**src/rtl/spi_host_pkg.sv**
```systemverilog
package spi_host_pkg;
  localparam int BYTE_W = 8;
  localparam int IDX_W  = $clog2(BYTE_W);
  localparam int EDGE_W = IDX_W + 1;
  localparam int HALF_W = 7;
  localparam int ADDR_W = 2;

  localparam logic [ADDR_W-1:0] A_CTRL = 2'd0;
  localparam logic [ADDR_W-1:0] A_STAT = 2'd1;
  localparam logic [ADDR_W-1:0] A_DATA = 2'd2;

  typedef struct packed {
    logic [1:0] rate;
    logic       irq_en;
    logic       cpha;
    logic       cpol;
    logic       lsb_first;
    logic       master;
    logic       enable;
  } ctrl_t;

  // Half-period of sck in system clocks: 2, 8, 32, 64, halved by dbl.
  function automatic logic [HALF_W-1:0] half_period(input logic [1:0] rate,
                                                    input logic dbl);
    logic [HALF_W-1:0] base;
    if (rate == 2'd3) base = HALF_W'(64);
    else              base = HALF_W'(2) << {rate, 1'b0};
    return dbl ? (base >> 1) : base;
  endfunction

  // Position in the byte of the n-th bit on the wire.
  function automatic logic [IDX_W-1:0] bit_pos(input logic [IDX_W-1:0] n,
                                               input logic lsb_first);
    return lsb_first ? n : (IDX_W'(BYTE_W - 1) - n);
  endfunction
endpackage

```
**src/rtl/spi_host_regs.sv**
```systemverilog
module spi_host_regs
  import spi_host_pkg::*;
(
  input  logic              clk,
  input  logic              rst_n,
  input  logic              bus_wr,
  input  logic              bus_rd,
  input  logic [ADDR_W-1:0] bus_addr,
  input  logic [BYTE_W-1:0] bus_wdata,
  input  logic [BYTE_W-1:0] rx_byte,
  input  logic              xfer_done,
  input  logic              wcol_evt,
  output ctrl_t             ctrl_q,
  output logic              dbl_q,
  output logic              done_flag,
  output logic              wcol_flag,
  output logic              data_wr,
  output logic              data_acc,
  output logic [BYTE_W-1:0] bus_rdata
);
  logic stat_rd;
  logic seen_done, seen_wcol;

  assign data_wr  = bus_wr && (bus_addr == A_DATA);
  assign data_acc = (bus_wr || bus_rd) && (bus_addr == A_DATA);
  assign stat_rd  = bus_rd && (bus_addr == A_STAT);

  always_ff @(posedge clk or negedge rst_n) begin
    if (!rst_n) begin
      ctrl_q    <= '0;
      dbl_q     <= 1'b0;
      done_flag <= 1'b0;
      wcol_flag <= 1'b0;
      seen_done <= 1'b0;
      seen_wcol <= 1'b0;
    end else begin
      if (bus_wr && bus_addr == A_CTRL) ctrl_q <= ctrl_t'(bus_wdata);
      if (bus_wr && bus_addr == A_STAT) dbl_q  <= bus_wdata[2];
      if (stat_rd) begin
        seen_done <= done_flag;
        seen_wcol <= wcol_flag;
      end
      if (data_acc) begin
        if (seen_done) done_flag <= 1'b0;
        if (seen_wcol) wcol_flag <= 1'b0;
        seen_done <= 1'b0;
        seen_wcol <= 1'b0;
      end
      if (xfer_done) done_flag <= 1'b1;
      if (wcol_evt)  wcol_flag <= 1'b1;
    end
  end

  always_comb begin
    case (bus_addr)
      A_CTRL:  bus_rdata = ctrl_q;
      A_STAT:  bus_rdata = {{(BYTE_W-3){1'b0}}, dbl_q, wcol_flag, done_flag};
      A_DATA:  bus_rdata = rx_byte;
      default: bus_rdata = '0;
    endcase
  end
endmodule

```
**src/rtl/spi_host_tick.sv**
```systemverilog
module spi_host_tick
  import spi_host_pkg::*;
(
  input  logic              clk,
  input  logic              rst_n,
  input  logic              run,
  input  logic [HALF_W-1:0] half,
  output logic              tick
);
  logic [HALF_W-1:0] cnt;
  logic              at_end;

  assign at_end = (cnt == half - HALF_W'(1));
  assign tick   = run && at_end;

  always_ff @(posedge clk or negedge rst_n) begin
    if (!rst_n)      cnt <= '0;
    else if (!run)   cnt <= '0;
    else if (at_end) cnt <= '0;
    else             cnt <= cnt + HALF_W'(1);
  end
endmodule

```
**src/rtl/spi_host_shifter.sv**
```systemverilog
module spi_host_shifter
  import spi_host_pkg::*;
(
  input  logic              clk,
  input  logic              rst_n,
  input  logic              en,
  input  logic              start,
  input  logic              cpha,
  input  logic              lsb_first,
  input  logic [HALF_W-1:0] half_in,
  input  logic              tick,
  input  logic [BYTE_W-1:0] wdata,
  input  logic              miso,
  output logic              busy,
  output logic [HALF_W-1:0] half_q,
  output logic              phase,
  output logic              mosi,
  output logic              xfer_done,
  output logic [BYTE_W-1:0] rx_byte
);
  logic [EDGE_W-1:0] edge_q, edge_inc;
  logic [IDX_W-1:0]  out_idx;
  logic [BYTE_W-1:0] tx_q, rx_q, rx_ins;
  logic              sample_now, shift_now, last_edge;

  assign edge_inc   = edge_q + EDGE_W'(1);
  assign last_edge  = (edge_q == '1);
  assign sample_now = busy && en && tick && (edge_q[0] == cpha);
  assign shift_now  = busy && en && tick && (edge_q[0] != cpha);
  assign xfer_done  = busy && en && tick && last_edge;
  assign mosi       = tx_q[bit_pos(out_idx, lsb_first)];

  always_comb begin
    rx_ins = rx_q;
    if (sample_now) rx_ins[bit_pos(edge_q[EDGE_W-1:1], lsb_first)] = miso;
  end

  always_ff @(posedge clk or negedge rst_n) begin
    if (!rst_n) begin
      busy    <= 1'b0;
      phase   <= 1'b0;
      edge_q  <= '0;
      out_idx <= '0;
      tx_q    <= '0;
      rx_q    <= '0;
      rx_byte <= '0;
      half_q  <= HALF_W'(1);
    end else if (!en) begin
      busy  <= 1'b0;
      phase <= 1'b0;
    end else if (start) begin
      busy    <= 1'b1;
      phase   <= 1'b0;
      edge_q  <= '0;
      out_idx <= '0;
      tx_q    <= wdata;
      rx_q    <= '0;
      half_q  <= half_in;
    end else if (busy && tick) begin
      phase  <= ~phase;
      edge_q <= edge_inc;
      rx_q   <= rx_ins;
      if (shift_now) out_idx <= edge_inc[EDGE_W-1:1];
      if (last_edge) begin
        busy    <= 1'b0;
        rx_byte <= rx_ins;
      end
    end
  end
endmodule

```
**src/rtl/spi_host_port.sv**
```systemverilog
module spi_host_port
  import spi_host_pkg::*;
(
  input  logic              clk,
  input  logic              rst_n,
  input  logic              bus_wr,
  input  logic              bus_rd,
  input  logic [ADDR_W-1:0] bus_addr,
  input  logic [BYTE_W-1:0] bus_wdata,
  output logic [BYTE_W-1:0] bus_rdata,
  output logic              sck,
  output logic              mosi,
  input  logic              miso,
  output logic              irq
);
  ctrl_t             ctrl_q;
  logic              dbl_q, done_flag, wcol_flag, data_wr, data_acc;
  logic              busy, phase, edge_tick, xfer_done;
  logic              start_xfer, wcol_evt, may_run;
  logic [HALF_W-1:0] half_q, half_sel;
  logic [BYTE_W-1:0] rx_byte;

  assign may_run    = ctrl_q.enable && ctrl_q.master;
  assign start_xfer = data_wr && may_run && !busy;
  assign wcol_evt   = data_wr && may_run && busy;
  assign half_sel   = half_period(ctrl_q.rate, dbl_q);
  assign sck        = (ctrl_q.enable && phase) ^ ctrl_q.cpol;
  assign irq        = done_flag && ctrl_q.irq_en;

  spi_host_regs u_regs (
    .clk(clk), .rst_n(rst_n), .bus_wr(bus_wr), .bus_rd(bus_rd),
    .bus_addr(bus_addr), .bus_wdata(bus_wdata), .rx_byte(rx_byte),
    .xfer_done(xfer_done), .wcol_evt(wcol_evt), .ctrl_q(ctrl_q),
    .dbl_q(dbl_q), .done_flag(done_flag), .wcol_flag(wcol_flag),
    .data_wr(data_wr), .data_acc(data_acc), .bus_rdata(bus_rdata)
  );

  spi_host_tick u_tick (
    .clk(clk), .rst_n(rst_n), .run(busy && ctrl_q.enable),
    .half(half_q), .tick(edge_tick)
  );

  spi_host_shifter u_shift (
    .clk(clk), .rst_n(rst_n), .en(ctrl_q.enable), .start(start_xfer),
    .cpha(ctrl_q.cpha), .lsb_first(ctrl_q.lsb_first), .half_in(half_sel),
    .tick(edge_tick), .wdata(bus_wdata), .miso(miso), .busy(busy),
    .half_q(half_q), .phase(phase), .mosi(mosi), .xfer_done(xfer_done),
    .rx_byte(rx_byte)
  );
endmodule

```
**config.mk**
```make
export PLATFORM = sky130hd
export DESIGN_NAME = spi_host_port
export DESIGN_NICKNAME = d
export VERILOG_FILES = /design/src/rtl/spi_host_pkg.sv /design/src/rtl/spi_host_regs.sv /design/src/rtl/spi_host_tick.sv /design/src/rtl/spi_host_shifter.sv /design/src/rtl/spi_host_port.sv
export SDC_FILE = /design/constraint.sdc
export NUM_CORES = 1
export LEC_CHECK = 0
export ABC_AREA = 1
export ABC_CLOCK_PERIOD_IN_PS = 3000
export CORE_MARGIN = 2
export CORE_UTILIZATION = 58
export DETAILED_ROUTE_END_ITERATION = 12
export PLACE_DENSITY = 0.8
export RECOVER_POWER = 50
export SETUP_SLACK_MARGIN = 0.5
export SYNTH_ARGS = -nofsm -noshare
export SYNTH_HDL_FRONTEND = slang
export SYNTH_SLANG_ARGS = --single-unit
```
**constraint.sdc**
```tcl
create_clock -name clk -period 3 [get_ports clk]
set_clock_uncertainty 0.15 [all_clocks]
set_input_delay 0.9 -clock clk [delete_from_list [all_inputs] [get_ports clk]]
set_output_delay 0.9 -clock clk [all_outputs]
set_load 0.005 [all_outputs]
```
==> results.md, run 1 <==
Cells and area:
- With fillers left out, the area of the finished cells amounts to 4050 um2.
- The number of standard cells in the layout, taps in and fillers out is 544.
- From synthesis to final layout, the design area changed by 25.6%.
- After filler insertion, the fill cell instance count of the layout stands at 393.
- The share of final-layout standard cells stronger than drive strength 1 is 21.6%.
- Once layout is complete, the utilization of the core stands at 74.4%.
- The repair_antennas step left the layout with diodes totalling 0.
- For this run, the post-layout net count is 487.

Power:
- Summed over all nets, the switching power comes to 1.14 mW.
- The internal portion of the total power is 1.81 mW.
- Per report_power, the combinational group accounts for 37.4% of the total.
- The cell area power density is 729 nW/um2.
- Per report_power, the sequential group accounts for 39.4% of the total.
- The relative contribution of the clock network to total power is 23.2%.
- Overall power consumption after layout is estimated at 2.95 mW.
- The switching share of total power is 38.6%.
- The maximum resistive drop on vdd is 0.000487 V.
- The leakage component of the power is 1.95 nW.

Placement:
- At the end of routability-driven placement, the weighted congestion stood at 0.888.
- In this run, placement finished with an instance count of 510.
- The HPWL after detailed placement is 5320 um.
- The number of buffers added on ports is 25.
- The post-placement cell area is 3580 um2.

Worst setup path:
- The launch point of the worst path is u_shift.out_idx[0]$_DFFE_PN0P_.
- The reg-to-reg endpoint is u_shift.rx_byte[6]$_DFFE_PN0P_.
- STA classifies the critical path startpoint as a flip-flop.
- The largest fanout on the critical path is 5.
- At the worst endpoint, the required time is 1.95 ns.
- The nature of the critical path endpoint is an output pin.
- The length in cells of the worst reg-to-reg path is 15.
- The worst setup path is of the flip-flop to output pin kind.
- At the worst endpoint, the arrival time is 1.68 ns.
- The worst register-to-register path begins at u_shift.half_q[0]$_DFFE_PN1P_.
- In this run the register-to-register setup slack is 0.62 ns.

Drt:
- The post-detailed-route via-to-cell ratio is 5.60.
- The count of nets left with antenna violations once routing finished came out at 0.
- For this block, the routed nets add up to 8400 um of wire.
- After detailed routing, the number of remaining DRC violations is 0.
- The routed layout has 3046 vias.
- The first-pass detailed-route iteration total is 5.
- The detailed router finished its first iteration with 306 violations.
- The mean routed wirelength per cell is 15.4 um.

Die:
- The floorplan die width is 78.5 um.
- 26 I/O pins were placed.
- The die outline height is 78.5 um.
- The starting density of the core is 59.3%.
- The overall die area is 6170 um2.
- The region available for standard cell placement spans 5440 um2.
- The number of placement rows is 27.

Synth:
- The count of flip-flops with a built-in enable after synthesis is 0.
- The most instantiated library cell after synthesis is sky130_fd_sc_hd__nand2_1.
- Of the synthesized area, sequential elements account for 46.6%.
- After synthesis, the cell types taking the most area are sky130_fd_sc_hd__dfrtp_1, sky130_fd_sc_hd__nand2_1, sky130_fd_sc_hd__o21ai_0.
- The synthesized netlist net count is 432.
- The cell area that synthesis handed to floorplanning was 3220 um2.
- The commonest cells after synthesis are sky130_fd_sc_hd__nand2_1, sky130_fd_sc_hd__dfrtp_1, sky130_fd_sc_hd__o21ai_0.
- The portion of synthesized cell area occupied by the leading cell type is 45.8%.
- The netlist uses 34 different library cells.
- The fraction of synthesis flops using an asynchronous set or reset pin is 100%.
- A synthesized cell averages 7.79 um2.
- Summed over all instances, the cell type with the most area after synthesis is sky130_fd_sc_hd__dfrtp_1.
- The dominant synthesized flop cell is sky130_fd_sc_hd__dfrtp_1.
- The cell count after synthesis is 414.
- The number of storage elements in the synthesis netlist is 60.
- The number of warning messages in the yosys log is 0.

Hold path:
- Along the worst hold path, the cell count comes to 2.
- The worst hold path begins at u_shift.tx_q[3]$_DFFE_PN0P_.
- The min-delay analysis places its worst path in the category flip-flop to flip-flop.
- The worst hold path terminates at u_shift.tx_q[3]$_DFFE_PN0P_.

Global routing:
- The wire length of the first global-routing pass is 13700 um.
- The combined global-route utilization of all metal layers is 29.0%.
- The final global-route overflow total is 0.
- The via count of the first global-routing pass came to 2940.
- Entering global routing, the biggest net connects 61 pins.
- The number of antenna violations at the first check in global routing was 0.

Timing:
- In the finished design, the share of the clock period the worst path needs comes to 91.1%.
- The worst hold-check slack is 0.341 ns.
- For the pin with the worst max-slew slack, the measured transition is 1.48 ns.
- The number of max-slew violations in the final report came to 0.
- The peak clock frequency supported by timing is 0.366 GHz.
- The worst path in the final design needs a cycle of 2.73 ns, including I/O delays and setup.
- The number of hold violations in the final report was 0.
- Setup repair after global routing could not meet its margin everywhere.
- The worst slew margin relative to its limit is 1.01%.
- The number of failing setup endpoints in the final timing report is 0.

Clock network:
- For this design, the CTS-stage hold fixing added 0 buffers.
- The clock slew at the register clock pins of the worst setup and hold paths is 0.07 ns.
- The H-tree depth reported by CTS is 3.
- The tree is rooted in a sky130_fd_sc_hd__clkbuf_8.
- TritonCTS built the clock tree.
- Buffers inserted during clock tree synthesis total 9.
- For the worst-skew pair, the clock arrives at the later sink with an insertion delay of 0.35 ns.
- The total clock sinks is 60.
- The buffer depth of the longest clock path is 2.

Job:
- Across the run, the number of max-cap violations was 0.

Run status:
- The run finished with clean final reports.
cell usage in the layout, fill, tap and decap left out, types with 2 or more instances in the layout:
master / count
sky130_fd_sc_hd__a21oi_1: 12
sky130_fd_sc_hd__a22o_1: 2
sky130_fd_sc_hd__buf_2: 10
sky130_fd_sc_hd__buf_4: 16
sky130_fd_sc_hd__buf_6: 10
sky130_fd_sc_hd__buf_8: 2
sky130_fd_sc_hd__clkbuf_1: 2
sky130_fd_sc_hd__clkbuf_8: 9
sky130_fd_sc_hd__clkdlybuf4s50_1: 11
sky130_fd_sc_hd__clkinv_2: 2
sky130_fd_sc_hd__dfrtp_1: 58
sky130_fd_sc_hd__ha_1: 3
sky130_fd_sc_hd__inv_1: 41
sky130_fd_sc_hd__inv_2: 4
sky130_fd_sc_hd__nand2_1: 117
sky130_fd_sc_hd__nand2_2: 14
sky130_fd_sc_hd__nand2_4: 4
sky130_fd_sc_hd__nand3_1: 16
sky130_fd_sc_hd__nand3_4: 2
sky130_fd_sc_hd__nand4_1: 22
sky130_fd_sc_hd__nor2_1: 21
sky130_fd_sc_hd__nor2_2: 6
sky130_fd_sc_hd__nor2_4: 3
sky130_fd_sc_hd__nor3b_1: 2
sky130_fd_sc_hd__o211ai_1: 2
sky130_fd_sc_hd__o21ai_0: 42
sky130_fd_sc_hd__o21ai_1: 4
sky130_fd_sc_hd__o21ai_2: 3
sky130_fd_sc_hd__o22ai_1: 2
sky130_fd_sc_hd__o32ai_2: 2
sky130_fd_sc_hd__xnor2_1: 4
sky130_fd_sc_hd__xor2_1: 6
area by class of cell:
type	count	area [um2]	area share, %
Clock buffer	11	131	3.25
Inverter	48	191	4.73
Timing Repair inverter	1	5.00	0.124
Clock inverter	3	40.0	0.989
Sequential cell	60	1500	37.2
Timing Repair Buffer	53	467	11.5
Tap cell	72	90.1	2.23
Multi-Input combinational cell	296	1620	40.0
worst max path at each step:
stage,endpoint,slack (ns),cells past startpoint
floorplan,bus_rdata[3],0.52,3
global placement,bus_rdata[0],-0.40,7
detailed placement,bus_rdata[0],-0.44,7
CTS,bus_rdata[6],0.29,9
global route,mosi,0.15,9
finish,mosi,0.27,9
flip-flops by register name, indices dropped and copies added (netlist names), 3 cells and up:
name             cells
u_shift.tx_q         8
u_tick.cnt           7
u_regs.ctrl_q        8
u_shift.rx_q         8
u_shift.edge_q       4
u_shift.out_idx      3
u_shift.rx_byte      8
u_shift.half_q       7
power by group through the flow:
stage	Clock [mW]	Sequential, mW	Combinational (mW)
3_3_place_gp	0	1.15	0.879
3_5_place_dp	0	1.16	0.929
2_1_floorplan	0	1.11	0.684
5_1_grt	0.715	1.19	1.24
4_1_cts	0.682	1.15	1.02
6_report	0.686	1.16	1.10
worst max-delay path: stages (launching register included):
cell	delay, ns
sky130_fd_sc_hd__dfrtp_1	0.40
sky130_fd_sc_hd__inv_1	0.05
sky130_fd_sc_hd__nand2_1	0.09
sky130_fd_sc_hd__nand2_4	0.08
sky130_fd_sc_hd__inv_2	0.09
sky130_fd_sc_hd__nor2_2	0.06
sky130_fd_sc_hd__o32ai_2	0.27
sky130_fd_sc_hd__inv_1	0.07
sky130_fd_sc_hd__o21ai_1	0.11
sky130_fd_sc_hd__buf_2	0.13
per-layer routing:
metal	vias up	part of all wire [%]	track usage (%)
li1	1458	-	-
met1	1449	41	37.0
met4	0	2.7	13.7
met5	-	0	0
met3	19	5.5	3.91
met2	120	50	48.6
logic make-up after synthesis:
kind of cell | count (synthesis) | synth area share (%)
AND/OR/NAND/NOR | 209 | 28.6
buffers and inverters | 58 | 7.30
adder cells (fa/ha/maj) | 3 | 1.16
AO/OA/AOI/OAI | 71 | 11.9
flip-flops | 60 | 46.6
XOR/XNOR | 13 | 4.35
timing repair:
| item | in CTS | in global routing |
|---|---|---|
| resized for setup | 88 | 21 |
| gates cloned | 0 | 1 |
| endpoints found under the setup margin | 31 | 24 |
| pin swaps | 8 | 12 |
| setup buffers | 13 | 6 |
metrics by stage:
step           setup slack, ns  TNS, ns
6_report                 0.268        0
5_1_grt                  0.150        0
3_3_place_gp            -0.397    -3.05
4_1_cts                  0.291        0
3_5_place_dp            -0.437    -3.33
2_1_floorplan            0.522        0
No activity file was read; power rests on OpenSTA's default activity.
==> inputs of run 2 (changes only) <==
--- a/config.mk
+++ b/config.mk
@@ -6,7 +6,8 @@
 export NUM_CORES = 1
 export LEC_CHECK = 0
 export ABC_AREA = 1
-export ABC_CLOCK_PERIOD_IN_PS = 3000
+export ABC_CLOCK_PERIOD_IN_PS = 2820
+export CAP_MARGIN = 25
 export CORE_MARGIN = 2
 export CORE_UTILIZATION = 58
 export DETAILED_ROUTE_END_ITERATION = 12
==> constraint.sdc (replaced) <==
create_clock -name clk -period 2.82 [get_ports clk]
set_clock_uncertainty 0.15 [all_clocks]
set_input_delay 0.846 -clock clk [delete_from_list [all_inputs] [get_ports clk]]
set_output_delay 0.846 -clock clk [all_outputs]
set_load 0.005 [all_outputs]
==> run 2 against run 1 <==
First-iteration DRC count is 37% lower. Power is 12% higher. Sequential power is 9% higher. Count of clock-buffer cells in the layout stayed put. Sequential share of layout area is 1.7 points lower. Flip-flop and latch count stayed put. Core utilization is 3.7 points higher. Via count is 1.5% higher. Critical path type unchanged. Largest cell class unchanged.
==> results.md, run 2 (synthesized netlist as in run 1, its figures left out) <==
Power:
- For this design the static power due to leakage is 2.01 nW.
- The cell area power density is 778 nW/um2.
- The design draws 3.31 mW.
- The maximum resistive drop on vdd is 0.000532 V.

Drt:
- The detailed router placed 3091 vias in this run.
- The number of antenna-violating nets in the routed design is 0.
- The pre-antenna-repair detailed-routing pass consisted of 4 iterations.
- The post-detailed-route via-to-cell ratio is 5.62.
- For this block, the initial DRC count from the detailed router was 193.
- Dividing the detail-routed wire length by the instance count gives 15.7 um.
- For this block, the routed nets add up to 8660 um of wire.
- The number of design rule violations left after detail routing is 0.

Timing:
- The final critical path takes up 95.7% of the cycle.
- At the pin with the least slew margin, the transition time is 1.46 ns.
- The number of hold violations in the final report is 0.
- Measured against its own limit, the worst slew margin works out to 2.81%.
- The number of max-slew violations in the final report came to 0.
- Static timing analysis puts the maximum clock frequency at 0.371 GHz.
- The final critical delay including setup and external delays is 2.70 ns.
- The worst path meets setup with 0.121 ns of slack.
- On the final layout, the worst hold slack is 0.338 ns.
- Setup violations remaining at the end of the flow were counted as 0.
- Setup repair after global routing could not meet its margin everywhere.

Clock network:
- TritonCTS built the clock tree.
- TritonCTS created 9 clock buffers.
- The H-tree depth reported by CTS is 3.
- The insertion delay of the later-clocked pin in the worst-skew pair is 0.35 ns.
- The buffer depth of the longest clock path is 2.
- The tree is rooted in a sky130_fd_sc_hd__clkbuf_8.
- The clock slew at the register clock pins of the worst setup and hold paths is 0.07 ns.
- For this design, the sink count on the clock tree is 60.

Cells and area:
- The layout overhead on the synthesized area is 31.9%.
- After filler insertion, the fill cell instance count of the layout stands at 340.
- The final standard cell utilization of the core is 78.1%.
- The top cell types in the final layout, fill and taps aside, are sky130_fd_sc_hd__nand2_1, sky130_fd_sc_hd__dfrtp_1, sky130_fd_sc_hd__inv_1.
- 0 antenna diodes ended up in the layout.
- The share of final-layout standard cells stronger than drive strength 1 is 27.2%.
- The number of nets in the finished design is 491.
- The post-route cell area is 4250 um2.
- The most common library cell in the layout ignoring fill and taps is sky130_fd_sc_hd__nand2_1.

Global routing:
- For this run, the total global-route usage over all layers was measured as 29.2%.
- The via count of the first global-routing pass came to 2993.
- In the global route stage, met2 resource usage came out at 49.6%.
- Entering global routing, the biggest net connects 61 pins.
- The number of antenna violations at the first check in global routing was 0.
- The most used routing layer is met2.
- The first global-routing pass estimated 13900 um of wire.
- In the global route stage, met1 resource usage came out at 36.1%.
- The met3 routing resource usage after global routing is 5.75%.
- The total overflow left after global routing is 0.

Hold path:
- The count of cells along the worst hold path is 2.
- The class of the most critical hold timing path is flip-flop to flip-flop.
- The startpoint identified for the worst hold timing path is u_regs.ctrl_q[3]$_DFFE_PN0P_.
- The end point of the most critical hold path is u_regs.ctrl_q[3]$_DFFE_PN0P_.

Placement:
- The final weighted congestion of routability-driven global placement is 0.952.
- The number of buffers added on ports is 25.
- At the placement stage, the worst setup path has a slack of -0.525 ns.
- The post-placement cell area is 3610 um2.
- The HPWL after detailed placement is 5310 um.

Die:
- The placeable core region is 5440 um2.
- The die covers 6170 um2.
- The number of top-level pins is 26.
- The initial utilization of the core area, before any placement, comes to 59.3%.
- In this run the horizontal extent of the chip is 78.5 um.
- Measured along the y axis, the die boundary spans 78.5 um.
- The number of placement rows is 27.

Worst setup path:
- The reg-to-reg endpoint is u_shift.rx_byte[7]$_DFFE_PN0P_.
- In this run the critical register-to-register path is launched from u_shift.half_q[0]$_DFFE_PN1P_.
- Of all nets on the critical path, the largest fanout is 5.
- The length in cells of the worst reg-to-reg path is 15.
- The worst setup path is launched from a flip-flop.
- The worst reg-to-reg setup slack is 0.41 ns.
- The worst setup path is captured at an output pin.
- The arrival time of the worst setup path is 1.70 ns.
- The required time of the critical path is 1.82 ns.
- The start-to-end type of the worst setup path is flip-flop to output pin.

Job:
- The tool flagged a number of max-cap violations equal to 0.

Run status:
- The run finished with clean final reports.
run 2: repair_timing:
item	CTS	global route
gates cloned	0	2
resized for setup	84	67
pin swaps	5	18
hold buffers	0	0
endpoints found under the setup margin	48	47
setup buffers	12	7
run 2: layer usage:
layer,vias up,wire length (um)
li1,1481,-
met1,1495,3620
met2,93,4380
met3,22,407
met4,0,254
met5,-,0
run 2: report_power, final:
| part | internal, mW | switching, mW | total, mW |
|---|---|---|---|
| clock network | 0.457 | 0.366 | 0.824 |
| registers | 1.05 | 0.215 | 1.27 |
| logic | 0.510 | 0.702 | 1.21 |
| total | 2.02 | 1.28 | 3.31 |
run 2: layout make-up:
| class | count | area, um2 | area share (%) |
|---|---|---|---|
| Multi-Input combinational cell | 296 | 1740 | 40.9 |
| Sequential cell | 60 | 1510 | 35.4 |
| Timing Repair Buffer | 57 | 499 | 11.7 |
| Inverter | 48 | 200 | 4.71 |
| Clock buffer | 11 | 151 | 3.56 |
| Tap cell | 72 | 90.1 | 2.12 |
| Clock inverter | 5 | 60.1 | 1.41 |
| Timing Repair inverter | 1 | 5.00 | 0.118 |
run 2: critical path: stages, from the launching register on:
cell                      delay, ns
sky130_fd_sc_hd__dfrtp_2       0.47
sky130_fd_sc_hd__inv_2         0.08
sky130_fd_sc_hd__nand2_2       0.06
sky130_fd_sc_hd__nand2_4       0.10
sky130_fd_sc_hd__nor2_1        0.06
sky130_fd_sc_hd__o32ai_2       0.23
sky130_fd_sc_hd__inv_1         0.07
sky130_fd_sc_hd__o21ai_1       0.14
sky130_fd_sc_hd__buf_2         0.14
run 2: per-stage QoR:
stage | TNS, ns | cells
floorplan | 0 | 414
global placement | -3.52 | 513
detailed placement | -3.98 | 513
CTS | 0 | 541
global route | 0 | 550
finish | 0 | 550
run 2: worst max path at each step:
stage | from | endpoint | slack, ns | depth (start not counted)
floorplan | bus_addr[1] | bus_rdata[3] | 0.54 | 3
CTS | u_regs.ctrl_q[2]$_DFFE_PN0P_ | mosi | 0.16 | 9
global placement | bus_addr[1] | bus_rdata[1] | -0.47 | 7
global route | u_regs.ctrl_q[2]$_DFFE_PN0P_ | mosi | 0.03 | 8
finish | u_regs.ctrl_q[2]$_DFFE_PN0P_ | mosi | 0.12 | 8
detailed placement | bus_addr[1] | bus_rdata[6] | -0.52 | 7
